### config.mk
export PLATFORM = sky130hd
export DESIGN_NAME = cond_flag_unit
export DESIGN_NICKNAME = d
export VERILOG_FILES = /design/src/rtl/cfu_pkg.sv /design/src/rtl/cfu_cond_eval.sv /design/src/rtl/cfu_flag_next.sv /design/src/rtl/cfu_flag_reg.sv /design/src/rtl/cond_flag_unit.sv
export SDC_FILE = /design/constraint.sdc
export NUM_CORES = 1
export LEC_CHECK = 0
export BUFFER_PORTS_ARGS = -buffer_cell sky130_fd_sc_hd__buf_2
export CORE_AREA = 2 2 39 41
export DETAILED_ROUTE_END_ITERATION = 7
export DIE_AREA = 0 0 41 43
export GPL_TIMING_DRIVEN = 0
export PLACE_DENSITY = 0.51
export SLEW_MARGIN = 25
export SYNTH_ARGS = -nofsm -noshare
export SYNTH_HDL_FRONTEND = slang
export SYNTH_SLANG_ARGS = --single-unit
### constraint.sdc
create_clock -name clk -period 1.6 [get_ports clk]
set_input_delay 0 -clock clk [delete_from_list [all_inputs] [get_ports clk]]
set_output_delay 0 -clock clk [all_outputs]
set_load 0.02 [all_outputs]
### src/rtl/cfu_pkg.sv
package cfu_pkg;

   typedef enum logic [1:0] {
      CLS_ARITH = 2'b00,
      CLS_LOGIC = 2'b01,
      CLS_CMP   = 2'b10,
      CLS_MOVE  = 2'b11
   } instr_class_e;

   localparam int FLAG_N = 3;
   localparam int FLAG_Z = 2;
   localparam int FLAG_C = 1;
   localparam int FLAG_V = 0;

   localparam int EVAL_CASE = 0;
   localparam int EVAL_PAIR = 1;

endpackage

### src/rtl/cfu_cond_eval.sv
module cfu_cond_eval #(
   parameter int COND_W     = 4,
   parameter int FLAG_W     = 4,
   parameter int EVAL_STYLE = cfu_pkg::EVAL_PAIR
) (
   input  logic [COND_W-1:0] cond,
   input  logic [FLAG_W-1:0] flags,
   output logic              pass
);
   import cfu_pkg::*;

   logic fn, fz, fc, fv;
   assign fn = flags[FLAG_N];
   assign fz = flags[FLAG_Z];
   assign fc = flags[FLAG_C];
   assign fv = flags[FLAG_V];

   generate
      if (EVAL_STYLE == EVAL_CASE) begin : g_case
         always_comb begin
            unique case (cond)
               4'h0: pass = fz;
               4'h1: pass = !fz;
               4'h2: pass = fc;
               4'h3: pass = !fc;
               4'h4: pass = fn;
               4'h5: pass = !fn;
               4'h6: pass = fv;
               4'h7: pass = !fv;
               4'h8: pass = fc && !fz;
               4'h9: pass = !fc || fz;
               4'hA: pass = (fn == fv);
               4'hB: pass = (fn != fv);
               4'hC: pass = !fz && (fn == fv);
               4'hD: pass = fz || (fn != fv);
               4'hE: pass = 1'b1;
               default: pass = 1'b0;
            endcase
         end
      end else begin : g_pair
         // Odd codes are the inverse of the even code beside them.
         logic base;
         always_comb begin
            unique case (cond[COND_W-1:1])
               3'd0: base = fz;
               3'd1: base = fc;
               3'd2: base = fn;
               3'd3: base = fv;
               3'd4: base = fc && !fz;
               3'd5: base = (fn == fv);
               3'd6: base = !fz && (fn == fv);
               default: base = 1'b1;
            endcase
         end
         assign pass = cond[0] ? !base : base;
      end
   endgenerate

endmodule

### src/rtl/cfu_flag_next.sv
module cfu_flag_next #(
   parameter int FLAG_W = 4
) (
   input  logic [1:0]        iclass,
   input  logic              set_flags,
   input  logic [FLAG_W-1:0] alu_flags,
   input  logic              shift_c,
   input  logic [FLAG_W-1:0] cur_flags,
   output logic              wants_update,
   output logic [FLAG_W-1:0] next_flags
);
   import cfu_pkg::*;

   instr_class_e cls;
   assign cls = instr_class_e'(iclass);

   assign wants_update = (cls == CLS_CMP) || set_flags;

   always_comb begin
      next_flags = alu_flags;
      if (cls == CLS_LOGIC || cls == CLS_MOVE) begin
         next_flags[FLAG_C] = shift_c;
         next_flags[FLAG_V] = cur_flags[FLAG_V];
      end
   end

endmodule

### src/rtl/cfu_flag_reg.sv
module cfu_flag_reg #(
   parameter int              FLAG_W    = 4,
   parameter logic [FLAG_W-1:0] RESET_VAL = '0
) (
   input  logic              clk,
   input  logic              rst_n,
   input  logic              load,
   input  logic [FLAG_W-1:0] d,
   output logic [FLAG_W-1:0] q
);
   always_ff @(posedge clk or negedge rst_n) begin
      if (!rst_n)    q <= RESET_VAL;
      else if (load) q <= d;
   end
endmodule

### src/rtl/cond_flag_unit.sv
module cond_flag_unit #(
   parameter int   COND_W      = 4,
   parameter int   EVAL_STYLE  = cfu_pkg::EVAL_PAIR,
   parameter logic [3:0] RESET_FLAGS = 4'b0000
) (
   input  logic              clk,
   input  logic              rst_n,
   input  logic              in_valid,
   input  logic [COND_W-1:0] cond,
   input  logic [1:0]        iclass,
   input  logic              set_flags,
   input  logic              alu_n,
   input  logic              alu_z,
   input  logic              alu_c,
   input  logic              alu_v,
   input  logic              shift_c,
   output logic              exec_en,
   output logic              rd_we,
   output logic [3:0]        flags_nzcv
);
   import cfu_pkg::*;

   localparam int FLAG_W = $bits(flags_nzcv);

   generate
      if (COND_W != 4) begin : g_bad_cond
         $error("cond_flag_unit: COND_W must be 4");
      end
      if (EVAL_STYLE != EVAL_CASE && EVAL_STYLE != EVAL_PAIR) begin : g_bad_style
         $error("cond_flag_unit: unknown EVAL_STYLE");
      end
   endgenerate

   logic              pass;
   logic              wants_update;
   logic [FLAG_W-1:0] next_flags;
   logic [FLAG_W-1:0] alu_flags;

   assign alu_flags = {alu_n, alu_z, alu_c, alu_v};

   cfu_cond_eval #(
      .COND_W(COND_W), .FLAG_W(FLAG_W), .EVAL_STYLE(EVAL_STYLE)
   ) u_eval (
      .cond(cond), .flags(flags_nzcv), .pass(pass)
   );

   cfu_flag_next #(.FLAG_W(FLAG_W)) u_next (
      .iclass(iclass), .set_flags(set_flags), .alu_flags(alu_flags),
      .shift_c(shift_c), .cur_flags(flags_nzcv),
      .wants_update(wants_update), .next_flags(next_flags)
   );

   assign exec_en = in_valid && pass;
   assign rd_we   = exec_en && (instr_class_e'(iclass) != CLS_CMP);

   cfu_flag_reg #(.FLAG_W(FLAG_W), .RESET_VAL(RESET_FLAGS)) u_flags (
      .clk(clk), .rst_n(rst_n), .load(exec_en && wants_update),
      .d(next_flags), .q(flags_nzcv)
   );

endmodule

* Word-level counts from Yosys, hierarchy flattened
Cells that the tools add are included.
W data, S select, Z words.
** Operators by class
- Bitwise logic cells :: 1
- Shift operators :: 0
- Reduce and logical (&&, ||, !) cells :: 11
- Order comparisons :: 0
- Divide/modulo/power cells :: 0
- Equal/unequal tests :: 11
- Add/subtract/negate cells :: 0
- Muxes and demuxes :: 3
- Multiply operators :: 0
** Operators with widths (number)
- $eq A3 B3 Y1 const B :: 3
- $pmux W1 S7 :: 1
- $eq A3 B2 Y1 const B :: 2
- $logic_and A1 B1 Y1 :: 5
- $eq A2 B2 Y1 const B :: 2
- $eq A3 B1 Y1 const B :: 1
- $logic_not A3 Y1 :: 1
- $eq A2 B1 Y1 const B :: 1
- $logic_not A1 Y1 :: 2
- $logic_or A1 B1 Y1 :: 2
- $mux W2 :: 1
- $ne A2 B2 Y1 const B :: 1
- $reduce_and A2 Y1 :: 1
- $eq A1 B1 Y1 :: 1
- $mux W1 :: 1
- $not A1 Y1 :: 1
** Storage, ports and cells
- Memories kept :: 0
- Bits in registers :: 4
- Bits in read-only memories :: 0
- Input bits :: 15
- Output and inout port bits :: 6
- Word-level logic and storage cells :: 28
- RAM bits :: 0
- Bits in latches :: 0

* Depth between registers and ports, before layout
Gate-level depths: netlist of the first run.
- Depth in word-level cells :: 8
- Mapped depth :: 5
- Depth with buffers taken out :: 5

* Hierarchy
From an unflattened synthesis of the first run, not the netlist that was laid out.
** Second synthesis, totals
- Cells, all modules :: 28
- Area, all modules :: 321.6 sq um
** Modules (own cells, without submodules)
- cfu_flag_reg :: cells each 8, area each 145.1 sq um, seq. area each 100.1 sq um, instances 1
- cfu_cond_eval :: cells each 10, area each 88.8 sq um, seq. area each 0.0 sq um, instances 1
- cfu_flag_next :: cells each 6, area each 48.8 sq um, seq. area each 0.0 sq um, instances 1
- cond_flag_unit :: cells each 4, area each 38.8 sq um, seq. area each 0.0 sq um, instances 1

* Worst setup path after synthesis of the first run
OpenSTA, ideal clock, no wires.
- Path kind :: flip-flop to flip-flop
- From :: register u_flags.q[2]
- To :: register u_flags.q[2]
- Required time :: 1475 ps
- Buffers on the path :: 0
- Setup time :: 125 ps
- Data arrival time :: 1639 ps
- Stages on the path, launching flop included :: 6
- Path slack :: -163 ps
- Cells stage by stage :: dfrtp_1 mux2i_1 o21a_1 o211ai_2 mux2i_1 mux2_2
** Between the ends
- Word-level cells in the longest chain between the ends :: 7
** Ends and longest elaborated chain
- start: declaration :: RTL line cfu_flag_reg.sv:9 : output logic [FLAG_W-1:0] q
- start signal: assignment :: RTL line cfu_flag_reg.sv:12 : if (!rst_n) q <= RESET_VAL;
- start signal: assignment :: RTL line cfu_flag_reg.sv:13 : else if (load) q <= d;
- $logic_not A1 Y1 :: RTL line cfu_cond_eval.sv:49, cfu_cond_eval.sv:51
- $logic_and A1 B1 Y1 (on tied branches) :: RTL line cfu_cond_eval.sv:51, cfu_cond_eval.sv:49
- $pmux W1 S7 * :: RTL line cfu_cond_eval.sv:44 : unique case (cond[COND_W-1:1])
- $logic_not A1 Y1 :: RTL line cfu_cond_eval.sv:55 : assign pass = cond[0] ? !base : base;
- $mux W1 * :: RTL line cfu_cond_eval.sv:55
- $logic_and A1 B1 Y1 * :: RTL line cond_flag_unit.sv:53 : assign exec_en = in_valid && pass;
- $logic_and A1 B1 Y1 * :: RTL line cond_flag_unit.sv:57 : .clk(clk), .rst_n(rst_n), .load(exec_en && wants_update),
Mark *: on every way between the ends. The rest lies on a longest branch, timed or not.
A chain may end at the register's enable or synchronous reset.

* Worst setup path after layout of the first run
Ends and elaborated chain as after synthesis.

==> flow_summary_export.csv, run 1 <==
group,metric,value,unit
logic_synthesis,ys.warnings.count,0,
outcome,status,"complete, but fails checks",
global_routing,grt_pass1_vias,352,
logic_synthesis,ys_types,21,
layout,final_common_cell,"buf_2",
clock_tree,cts.sinks,4,
layout,drive_gt1_frac,0.651,
floorplan,die_area,1760,um2
setup_path,end_kind,"flop",
sta,max-slew-margin-rel,0.788,
layout,largest_reg_flops,4,
clock_tree,cts.clk_slew.worst_paths,0.04,ns
layout,nets,80,
route,dr_total_vias,363,
layout,fillCellCount,146,
power_and_ir_drop,leakage,0.277,nW
sta,final_max_slew_viol_count,0,
setup_path,worstSetupPathType,"flop to flop",
clock_tree,cts.root.buffer_cell,"clkbuf_4",
route,drc,0,
logic_synthesis,syn_area,337,um2
route,drt_iter0_markers,4,
logic_synthesis,synth_fp_nets,48,
route,ant_nets,0,
clock_tree,tritoncts,"yes",
route,viasPerCell,4.59,
clock_tree,htreeDepth,1,
layout,area_growth,79.6,%
logic_synthesis,ys_ff_latch,4,
logic_synthesis,synth-seq-area-share,0.297,
setup_path,worstPathMaxFanout,4,
clock_tree,clkLatencyLatePin,0.23,ns
clock_tree,numCtsBuffers,3,
global_routing,grt_pass1_wl,1260,um
layout,antenna_cells,0,
global_routing,grt_usage,0.104,
outcome,violations,"negative setup slack",
global_routing,antenna_found_initial,0,
setup_path,start_kind,"flop",
floorplan,chipWidth,41,um
layout,reg_top3,"u_flags.q: 4 flops",
setup_path,cp.required,1.71,ns
placed_design,globalplace.congestion,0.599,
setup_path,worstPathArrival,1.84,ns
layout,layout_common_cells,"18 x buf_2, 4 x dlygate4sd3_1, 4 x dfrtp_2",
floorplan,coreArea,1380,um2
logic_synthesis,synthCells,33,
setup_path,max_stage_delay,0.40,ns
sta,timing.final.ws_setup,-0.133,ns
setup_path,r2r_slack,-0.13,ns
route,wl_per_cell,10.5,um
sta,worst_pin_slew,0.312,ns
route,drt_pass1_iterations,4,
global_routing,grt_max_degree,7,
setup_path,path_cells,"mux2i_1 -> o21a_1 -> o211ai_2 -> mux2i_2 -> mux2_2",
power_and_ir_drop,p_per_area,1370,nW/um2
floorplan,io_pins,21,
sta,skew,0.00283,ns
hold_path,holdCritPathClass,"input port to async pin",
sta,finalSetupViolCount,6,
layout,top_register,"u_flags.q",
floorplan,rows,14,
setup_path,crit_slowest_cell,"dfrtp_2",
placed_design,port_buffers,20,
clock_tree,cts_buffer_depth,2,
sta,hold_violations,0,
floorplan,die_h,43,um
sta,max_freq,577,MHz
sta,rsz0062_at_grt,"true",
route,routed_wl,828,um
run,cap_violations,0,
power_and_ir_drop,irDropWorstVdd,0.689,mV
layout,final_util,0.437,
sta,finalCritPeriodShare,1.08,
floorplan,initial_core_util,0.243,
global_routing,grt-ovfl-total,0,
logic_synthesis,synth.avg_cell_area,10.2,um2
sta,fin_crit,1.73,ns
power_and_ir_drop,total_power,829,uW
==> cells in the mapped netlist <==
| library cell | count | area share |
|---|---|---|
| o211ai_2 | 1 | 0.037 |
| nand3_1 | 1 | 0.015 |
| nor2b_1 | 1 | 0.019 |
| o211a_1 | 1 | 0.030 |
| nand2b_1 | 2 | 0.037 |
| xor2_1 | 1 | 0.026 |
| mux2_2 | 5 | 0.17 |
| nor4b_1 | 1 | 0.026 |
| and2_1 | 1 | 0.019 |
| nand2_1 | 1 | 0.011 |
| a21oi_1 | 1 | 0.015 |
| o21a_1 | 1 | 0.022 |
| nor2_1 | 1 | 0.011 |
| dfrtp_1 | 4 | 0.30 |
| and3_1 | 1 | 0.019 |
| nand3b_1 | 2 | 0.045 |
| xnor2_1 | 1 | 0.026 |
| o21bai_1 | 1 | 0.022 |
| nor3b_1 | 2 | 0.045 |
| o211ai_1 | 1 | 0.022 |
| mux2i_1 | 3 | 0.089 |
==> power by group <==
part           total (mW)  internal (mW)  switching, mW
sequential          0.234          0.164         0.0702
clock               0.121         0.0836         0.0373
combinational       0.474          0.262          0.212
==> kinds of logic after synthesis <==
family,synth area share
flops,0.297
xor+xnor,0.0521
mux,0.256
simple gates,0.245
compound gates,0.149
==> per-layer routing <==
metal	share of wire	vias up	global-route usage
met5	0	-	0
met4	0	0	0.0800
met3	0.043	0	0.0157
met2	0.53	8	0.156
met1	0.43	170	0.123
li1	-	185	-
==> metrics by stage <==
| stage | cells | cell area [um2] | hold WS, ns | setup slack, ns | setup TNS, ns |
|---|---|---|---|---|---|
| 3_3_place_gp | 69 | 465 | -0.191 | -0.159 | -0.501 |
| 2_1_floorplan | 33 | 345 | -0.296 | -0.0808 | -0.242 |
| 3_5_place_dp | 69 | 465 | -0.192 | -0.145 | -0.487 |
| 4_1_cts | 76 | 549 | 0.000822 | -0.124 | -0.567 |
| 6_report | 79 | 604 | 0.112 | -0.133 | -0.570 |
| 5_1_grt | 79 | 604 | 0.109 | -0.197 | -1.04 |
==> critical path: cells and delay by family, from the launching register on <==
family             cells  cell delay (ns)
AOI/OAI and AO/OA      2             0.39
muxes                  3             0.83
DFF                    1             0.40
==> worst paths after layout <==
path,start,to,cells past startpoint
worst max-delay path,u_flags.q[2],u_flags.q[2],5
worst min-delay path,rst_n,u_flags.q[0],2
worst max register to register,u_flags.q[2],u_flags.q[2],5
worst min register to register,u_flags.q[3],u_flags.q[3],1
max in group asynchronous,rst_n,u_flags.q[2],2
min in group clk,shift_c,u_flags.q[1],3
==> timing repair <==
| item | CTS | global route |
|---|---|---|
| pin swaps | 2 | 2 |
| resized for setup | 7 | 5 |
| hold buffers | 2 | 2 |
| buffers inserted | 2 | 1 |
| setup endpoints to repair | 6 | 6 |
| endpoints found under the hold margin | 5 | 2 |
==> cell type report <==
class / count / area [um2] / area share
multi-input cells: 29 / 278 / 0.460
repair buffers: 27 / 179 / 0.296
flip-flops and latches: 4 / 105 / 0.174
clock buffers: 3 / 22.5 / 0.0373
well taps: 16 / 20.0 / 0.0331
Note: power is estimated with default switching activity, not from simulation.
==> inputs of run 2 (changes only) <==
--- a/config.mk
+++ b/config.mk
@@ -7,10 +7,12 @@
 export LEC_CHECK = 0
 export BUFFER_PORTS_ARGS = -buffer_cell sky130_fd_sc_hd__buf_2
 export CORE_AREA = 2 2 39 41
+export CTS_BUF_LIST = sky130_fd_sc_hd__clkbuf_8
 export DETAILED_ROUTE_END_ITERATION = 7
 export DIE_AREA = 0 0 41 43
 export GPL_TIMING_DRIVEN = 0
 export PLACE_DENSITY = 0.51
+export REMOVE_ABC_BUFFERS = 1
 export SLEW_MARGIN = 25
 export SYNTH_ARGS = -nofsm -noshare
 export SYNTH_HDL_FRONTEND = slang
==> flow_summary_export.csv, run 2 (synthesis results as in run 1) <==
group,metric,value,unit
outcome,status,"complete, but fails checks",
outcome,violations,"negative setup slack",
global_routing,antenna_found_initial,0,
global_routing,top_usage_layer,"met2",
setup_path,start_kind,"flop",
setup_path,r2r_slack,-0.12,ns
route,ant_nets,0,
clock_tree,clkLatencyLatePin,0.21,ns
sta,max-slew-margin-rel,0.793,
placed_design,port_buffers,20,
placed_design,dp_worst_setup_slack,-0.190,ns
setup_path,reg2reg_from,"u_flags.q[2]",
placed_design,place_hpwl,626,um
layout,final_common_cell,"buf_2",
layout,drive_gt1_frac,0.639,
global_routing,grt-ovfl-total,0,
floorplan,chipWidth,41,um
clock_tree,cts_buffer_depth,2,
global_routing,use_met2,0.159,
global_routing,grt_max_degree,7,
sta,timing.final.ws_setup,-0.122,ns
layout,final_cell_area,608,um2
route,drc,0,
hold_path,hold_depth,2,
route,drt_pass1_iterations,1,
global_routing,grt_pass1_wl,1330,um
route,drt_iter0_markers,0,
setup_path,end_kind,"flop",
clock_tree,cts.sinks,4,
route,viasPerCell,4.71,
global_routing,use_met3,0.0157,
sta,max_freq,581,MHz
hold_path,min_to,"u_flags.q[3]",
placed_design,globalplace.congestion,0.604,
global_routing,grt_usage,0.110,
setup_path,rr_worst_depth,6,
hold_path,worst_hold_startpoint,"alu_n",
layout,seq_area,101,um2
layout,layout_common_cells,"18 x buf_2, 4 x mux2_2, 4 x buf_4, 3 x clkbuf_8, 3 x dfrtp_1",
sta,skew,0.000200,ns
sta,worst_pin_slew,0.309,ns
floorplan,die_h,43,um
hold_path,holdCritPathClass,"input port to flop",
setup_path,worstPathMaxFanout,4,
sta,rsz0062_at_grt,"true",
run,cap_violations,0,
route,wl_per_cell,10.9,um
setup_path,worstSetupPathType,"flop to flop",
placed_design,dpl_cell_area,457,um2
route,dr_total_vias,363,
floorplan,die_area,1760,um2
setup_path,timing.rr.end,"u_flags.q[0]",
layout,reg_top3,"u_flags.q: 4 flops",
floorplan,coreArea,1380,um2
clock_tree,numCtsBuffers,3,
power_and_ir_drop,leakage,0.279,nW
power_and_ir_drop,p_per_area,1520,nW/um2
setup_path,worstPathArrival,1.82,ns
global_routing,grt_pass1_vias,330,
layout,nets,78,
clock_tree,cts.root.buffer_cell,"clkbuf_8",
power_and_ir_drop,irDropWorstVdd,0.684,mV
sta,final_max_slew_viol_count,0,
placed_design,placed_cells,69,
layout,final_cells,77,
clock_tree,tritoncts,"yes",
sta,finalSetupViolCount,6,
clock_tree,htreeDepth,1,
sta,hold_violations,0,
global_routing,grt_use_met1,0.151,
layout,largest_reg_flops,4,
power_and_ir_drop,total_power,925,uW
layout,top_register,"u_flags.q",
layout,multi_input_area,293,um2
floorplan,rows,14,
sta,whs,0.0234,ns
floorplan,initial_core_util,0.243,
setup_path,cp.required,1.69,ns
floorplan,io_pins,21,
clock_tree,cts.clk_slew.worst_paths,0.03,ns
route,routed_wl,839,um
sta,finalCritPeriodShare,1.08,
layout,fillCellCount,143,
sta,fin_crit,1.72,ns
layout,area_growth,80.7,%
layout,antenna_cells,0,
[run 2: changes by cell type in the layout (fill, tap and decap cells not counted), moves of 2 or more]
cell / delta
dfrtp_2: -3
mux2i_2: -2
dlygate4sd3_1: -3
dfrtp_1: +3
clkbuf_4: -3
clkbuf_8: +3
buf_4: +2
[run 2: repair_timing]
action	in CTS	in global routing
hold endpoints to repair	4	0
hold buffers	1	0
gates resized for setup	5	9
setup buffers	4	0
endpoints found under the setup margin	6	6
pin swaps	1	4
[run 2: layout make-up]
type	instances	share of cell area
Clock buffer	3	0.0679
Multi-Input combinational cell	29	0.481
Timing Repair Buffer	25	0.251
Sequential cell	4	0.167
Tap cell	16	0.0329
[run 2: metrics by stage]
stage	TNS, ns	utilization
after CTS	-0.676	0.402
after floorplan	-0.529	-
after global routing	-1.02	0.439
final	-0.601	0.439
after detailed placement	-0.565	0.330
after global placement	-0.622	0.330
[run 2: per-layer routing]
layer / vias to the layer above / routed length, um
met5: - / 0
met4: 0 / 0
met3: 0 / 50
met2: 10 / 403
met1: 168 / 385
li1: 185 / -
[run 2: worst max path at each step]
stage,from,to,slack (ns),cells past startpoint
2_1_floorplan,u_flags.q[2],u_flags.q[2],-0.16,5
3_3_place_gp,u_flags.q[2],u_flags.q[1],-0.21,5
5_1_grt,u_flags.q[2],u_flags.q[1],-0.19,5
3_5_place_dp,u_flags.q[2],u_flags.q[2],-0.19,5
6_report,u_flags.q[2],u_flags.q[0],-0.12,6
4_1_cts,u_flags.q[2],u_flags.q[2],-0.12,5
[run 2: critical path, stage by stage, from the launching register on]
cell,delay (ns)
dfrtp_2,0.41
mux2i_1,0.08
o21a_1,0.20
o211ai_4,0.23
buf_4,0.16
mux2i_1,0.18
mux2_2,0.34
[run 2: power breakdown]
| part | leakage [nW] | switching [mW] | internal (mW) |
|---|---|---|---|
| logic | 0.211 | 0.229 | 0.268 |
| registers | 0.0460 | 0.0643 | 0.157 |
| clock network | 0.0216 | 0.0469 | 0.160 |
| total | 0.279 | 0.340 | 0.585 |
==> inputs of run 3 (changes only) <==
--- a/config.mk
+++ b/config.mk
@@ -5,13 +5,14 @@
 export SDC_FILE = /design/constraint.sdc
 export NUM_CORES = 1
 export LEC_CHECK = 0
+export ABC_AREA = 1
 export BUFFER_PORTS_ARGS = -buffer_cell sky130_fd_sc_hd__buf_2
 export CORE_AREA = 2 2 39 41
 export CTS_BUF_LIST = sky130_fd_sc_hd__clkbuf_8
 export DETAILED_ROUTE_END_ITERATION = 7
 export DIE_AREA = 0 0 41 43
 export GPL_TIMING_DRIVEN = 0
-export PLACE_DENSITY = 0.51
+export PLACE_DENSITY = 0.54
 export REMOVE_ABC_BUFFERS = 1
 export SLEW_MARGIN = 25
 export SYNTH_ARGS = -nofsm -noshare
==> flow_summary_export.csv, run 3 <==
group,metric,value,unit
route,drt_pass1_iterations,4,
route,drt_iter0_markers,3,
layout,reg_top3,"u_flags.q: 4 flops",
global_routing,grt_pass1_vias,334,
power_and_ir_drop,leakage,0.339,nW
setup_path,worst-path-buf-inv,1,
placed_design,globalplace.congestion,0.634,
floorplan,io_pins,21,
clock_tree,cts.root.buffer_cell,"clkbuf_8",
layout,layout_common_cells,"19 x buf_2, 14 x nand2_1, 6 x inv_1, 6 x nand3_1, 5 x buf_4",
placed_design,dp_worst_setup_slack,0.144,ns
clock_tree,htreeDepth,1,
sta,finalCritPeriodShare,0.968,
setup_path,cp.required,1.60,ns
placed_design,placed_cells,86,
hold_path,holdCritPathClass,"input port to flop",
clock_tree,cts_buffer_depth,2,
logic_synthesis,synthCells,50,
logic_synthesis,synth.top_cell.area_share,0.271,
floorplan,coreArea,1380,um2
run,cap_violations,0,
route,ant_nets,0,
logic_synthesis,yosysTopAreaCell,"dfrtp_1",
setup_path,worstSetupPathType,"flop to output port",
global_routing,grt_usage,0.107,
layout,top_register,"u_flags.q",
setup_path,worstPathArrival,1.55,ns
setup_path,path_delay_family,"simple AND/OR/NAND/NOR gates",
clock_tree,cts.clk_slew.worst_paths,0.03,ns
sta,rsz0062_at_grt,"true",
logic_synthesis,synth-seq-area-share,0.271,
global_routing,grt_max_degree,8,
logic_synthesis,ys_types,19,
logic_synthesis,ys.warnings.count,0,
sta,timing.final.ws_setup,0.0514,ns
route,dr_total_vias,412,
logic_synthesis,yosysMostFrequentCell,"nand2_1",
clock_tree,numCtsBuffers,3,
route,viasPerCell,4.34,
layout,final_cells,95,
sta,fin_crit,1.55,ns
power_and_ir_drop,p_per_area,1210,nW/um2
sta,skew,0.00195,ns
logic_synthesis,syn_area,369,um2
route,wl_per_cell,8.07,um
global_routing,grt-ovfl-total,0,
logic_synthesis,synth_edf_count,0,
setup_path,crit_slowest_cell,"dfrtp_1",
floorplan,die_area,1760,um2
clock_tree,cts.sinks,4,
layout,antenna_cells,0,
layout,final_common_cell,"buf_2",
floorplan,initial_core_util,0.267,
floorplan,rows,14,
setup_path,worstPathMaxFanout,6,
sta,final_max_slew_viol_count,0,
layout,drive_gt1_frac,0.544,
global_routing,grt_pass1_wl,1220,um
setup_path,end_kind,"output port",
setup_path,max_stage_delay,0.41,ns
clock_tree,tritoncts,"yes",
placed_design,place_hpwl,635,um
logic_synthesis,netlist_top_cells_area,"dfrtp_1 27%, nand2_1 15%, nand3_1 8.1%",
sta,max_freq,646,MHz
logic_synthesis,synthArstFlopShare,1.00,
sta,finalSetupViolCount,0,
sta,hold_violations,0,
logic_synthesis,ys.flop_type,"dfrtp_1",
sta,worst_pin_slew,0.446,ns
global_routing,antenna_found_initial,0,
placed_design,port_buffers,20,
setup_path,path_cells,"nor2_2 -> nor3_2 -> nor2_4 -> nand3_2 -> nand2_4 -> nor2_8 -> o21a_1 -> buf_6",
route,drc,0,
layout,largest_reg_flops,4,
power_and_ir_drop,irDropWorstVdd,0.500,mV
logic_synthesis,synthTopCellsByCount,"15 x nand2_1, 7 x inv_1, 6 x nand3_1",
layout,nets,96,
setup_path,start_kind,"flop",
logic_synthesis,ys_ff_latch,4,
route,routed_wl,767,um
layout,area_growth,62.0,%
sta,max-slew-margin-rel,0.702,
floorplan,chipWidth,41,um
clock_tree,clkLatencyLatePin,0.21,ns
outcome,status,"completed",
logic_synthesis,synth.avg_cell_area,7.38,um2
floorplan,die_h,43,um
run 3: where the power goes:
group | switching (mW) | internal, mW | total (mW)
sequential | 0.0379 | 0.136 | 0.174
combinational | 0.190 | 0.154 | 0.344
clock | 0.0476 | 0.160 | 0.207
total | 0.275 | 0.450 | 0.726
run 3: path summary, 6_finish.rpt:
path	from	to	slack, ns	cells after the start
worst min-delay path	alu_z	u_flags.q[2]	0.02	3
min in group asynchronous	rst_n	u_flags.q[2]	0.12	2
max in group asynchronous	rst_n	u_flags.q[0]	1.36	2
worst max-delay path	u_flags.q[2]	rd_we	0.05	8
worst min register to register	u_flags.q[1]	u_flags.q[1]	0.55	2
worst max register to register	u_flags.q[2]	u_flags.q[1]	0.11	10
run 3: what timing repair did:
action	4_1_cts	5_1_grt
hold buffers	1	0
pin swaps	1	2
buffers inserted	0	5
gates resized for setup	3	5
setup endpoints to repair	1	2
endpoints found under the hold margin	4	0
run 3: area by class of cell:
class                      instances  area [um2]
fill                             148         786
timing repair buffer              26         154
tap                               16        20.0
inverter                           8        30.0
multi-input combinational         38         253
clock buffer                       3        41.3
sequential                         4         100
run 3: kinds of logic after synthesis:
kind of cell | after synthesis | share of synthesized area
buf+inv | 8 | 0.0814
compound gates | 5 | 0.122
simple gates | 32 | 0.498
flops | 4 | 0.271
mux | 1 | 0.0271
run 3: stage by stage:
step            util  cell area [um2]  power (mW)  setup TNS [ns]  hold WS, ns
2_1_floorplan      -              369       0.367               0       -0.296
3_3_place_gp   0.354              489       0.451               0       -0.189
3_5_place_dp   0.354              489       0.454               0       -0.188
4_1_cts        0.396              548       0.676               0       0.0164
5_1_grt        0.432              598       0.783         -0.0831       0.0227
6_report       0.432              598       0.726               0       0.0187
run 3: per-layer routing:
metal / vias up / wire length (um) / GRT usage
met1: 170 / 327 / 0.121
met5: - / 0 / 0
met2: 19 / 345 / 0.150
li1: 221 / - / -
met3: 2 / 85 / 0.0471
met4: 0 / 7 / 0.0800
run 3: worst min-delay path, stage by stage:
cell and delay [ns]:
buf_2 0.08, nand3_1 0.06, nand2_1 0.06
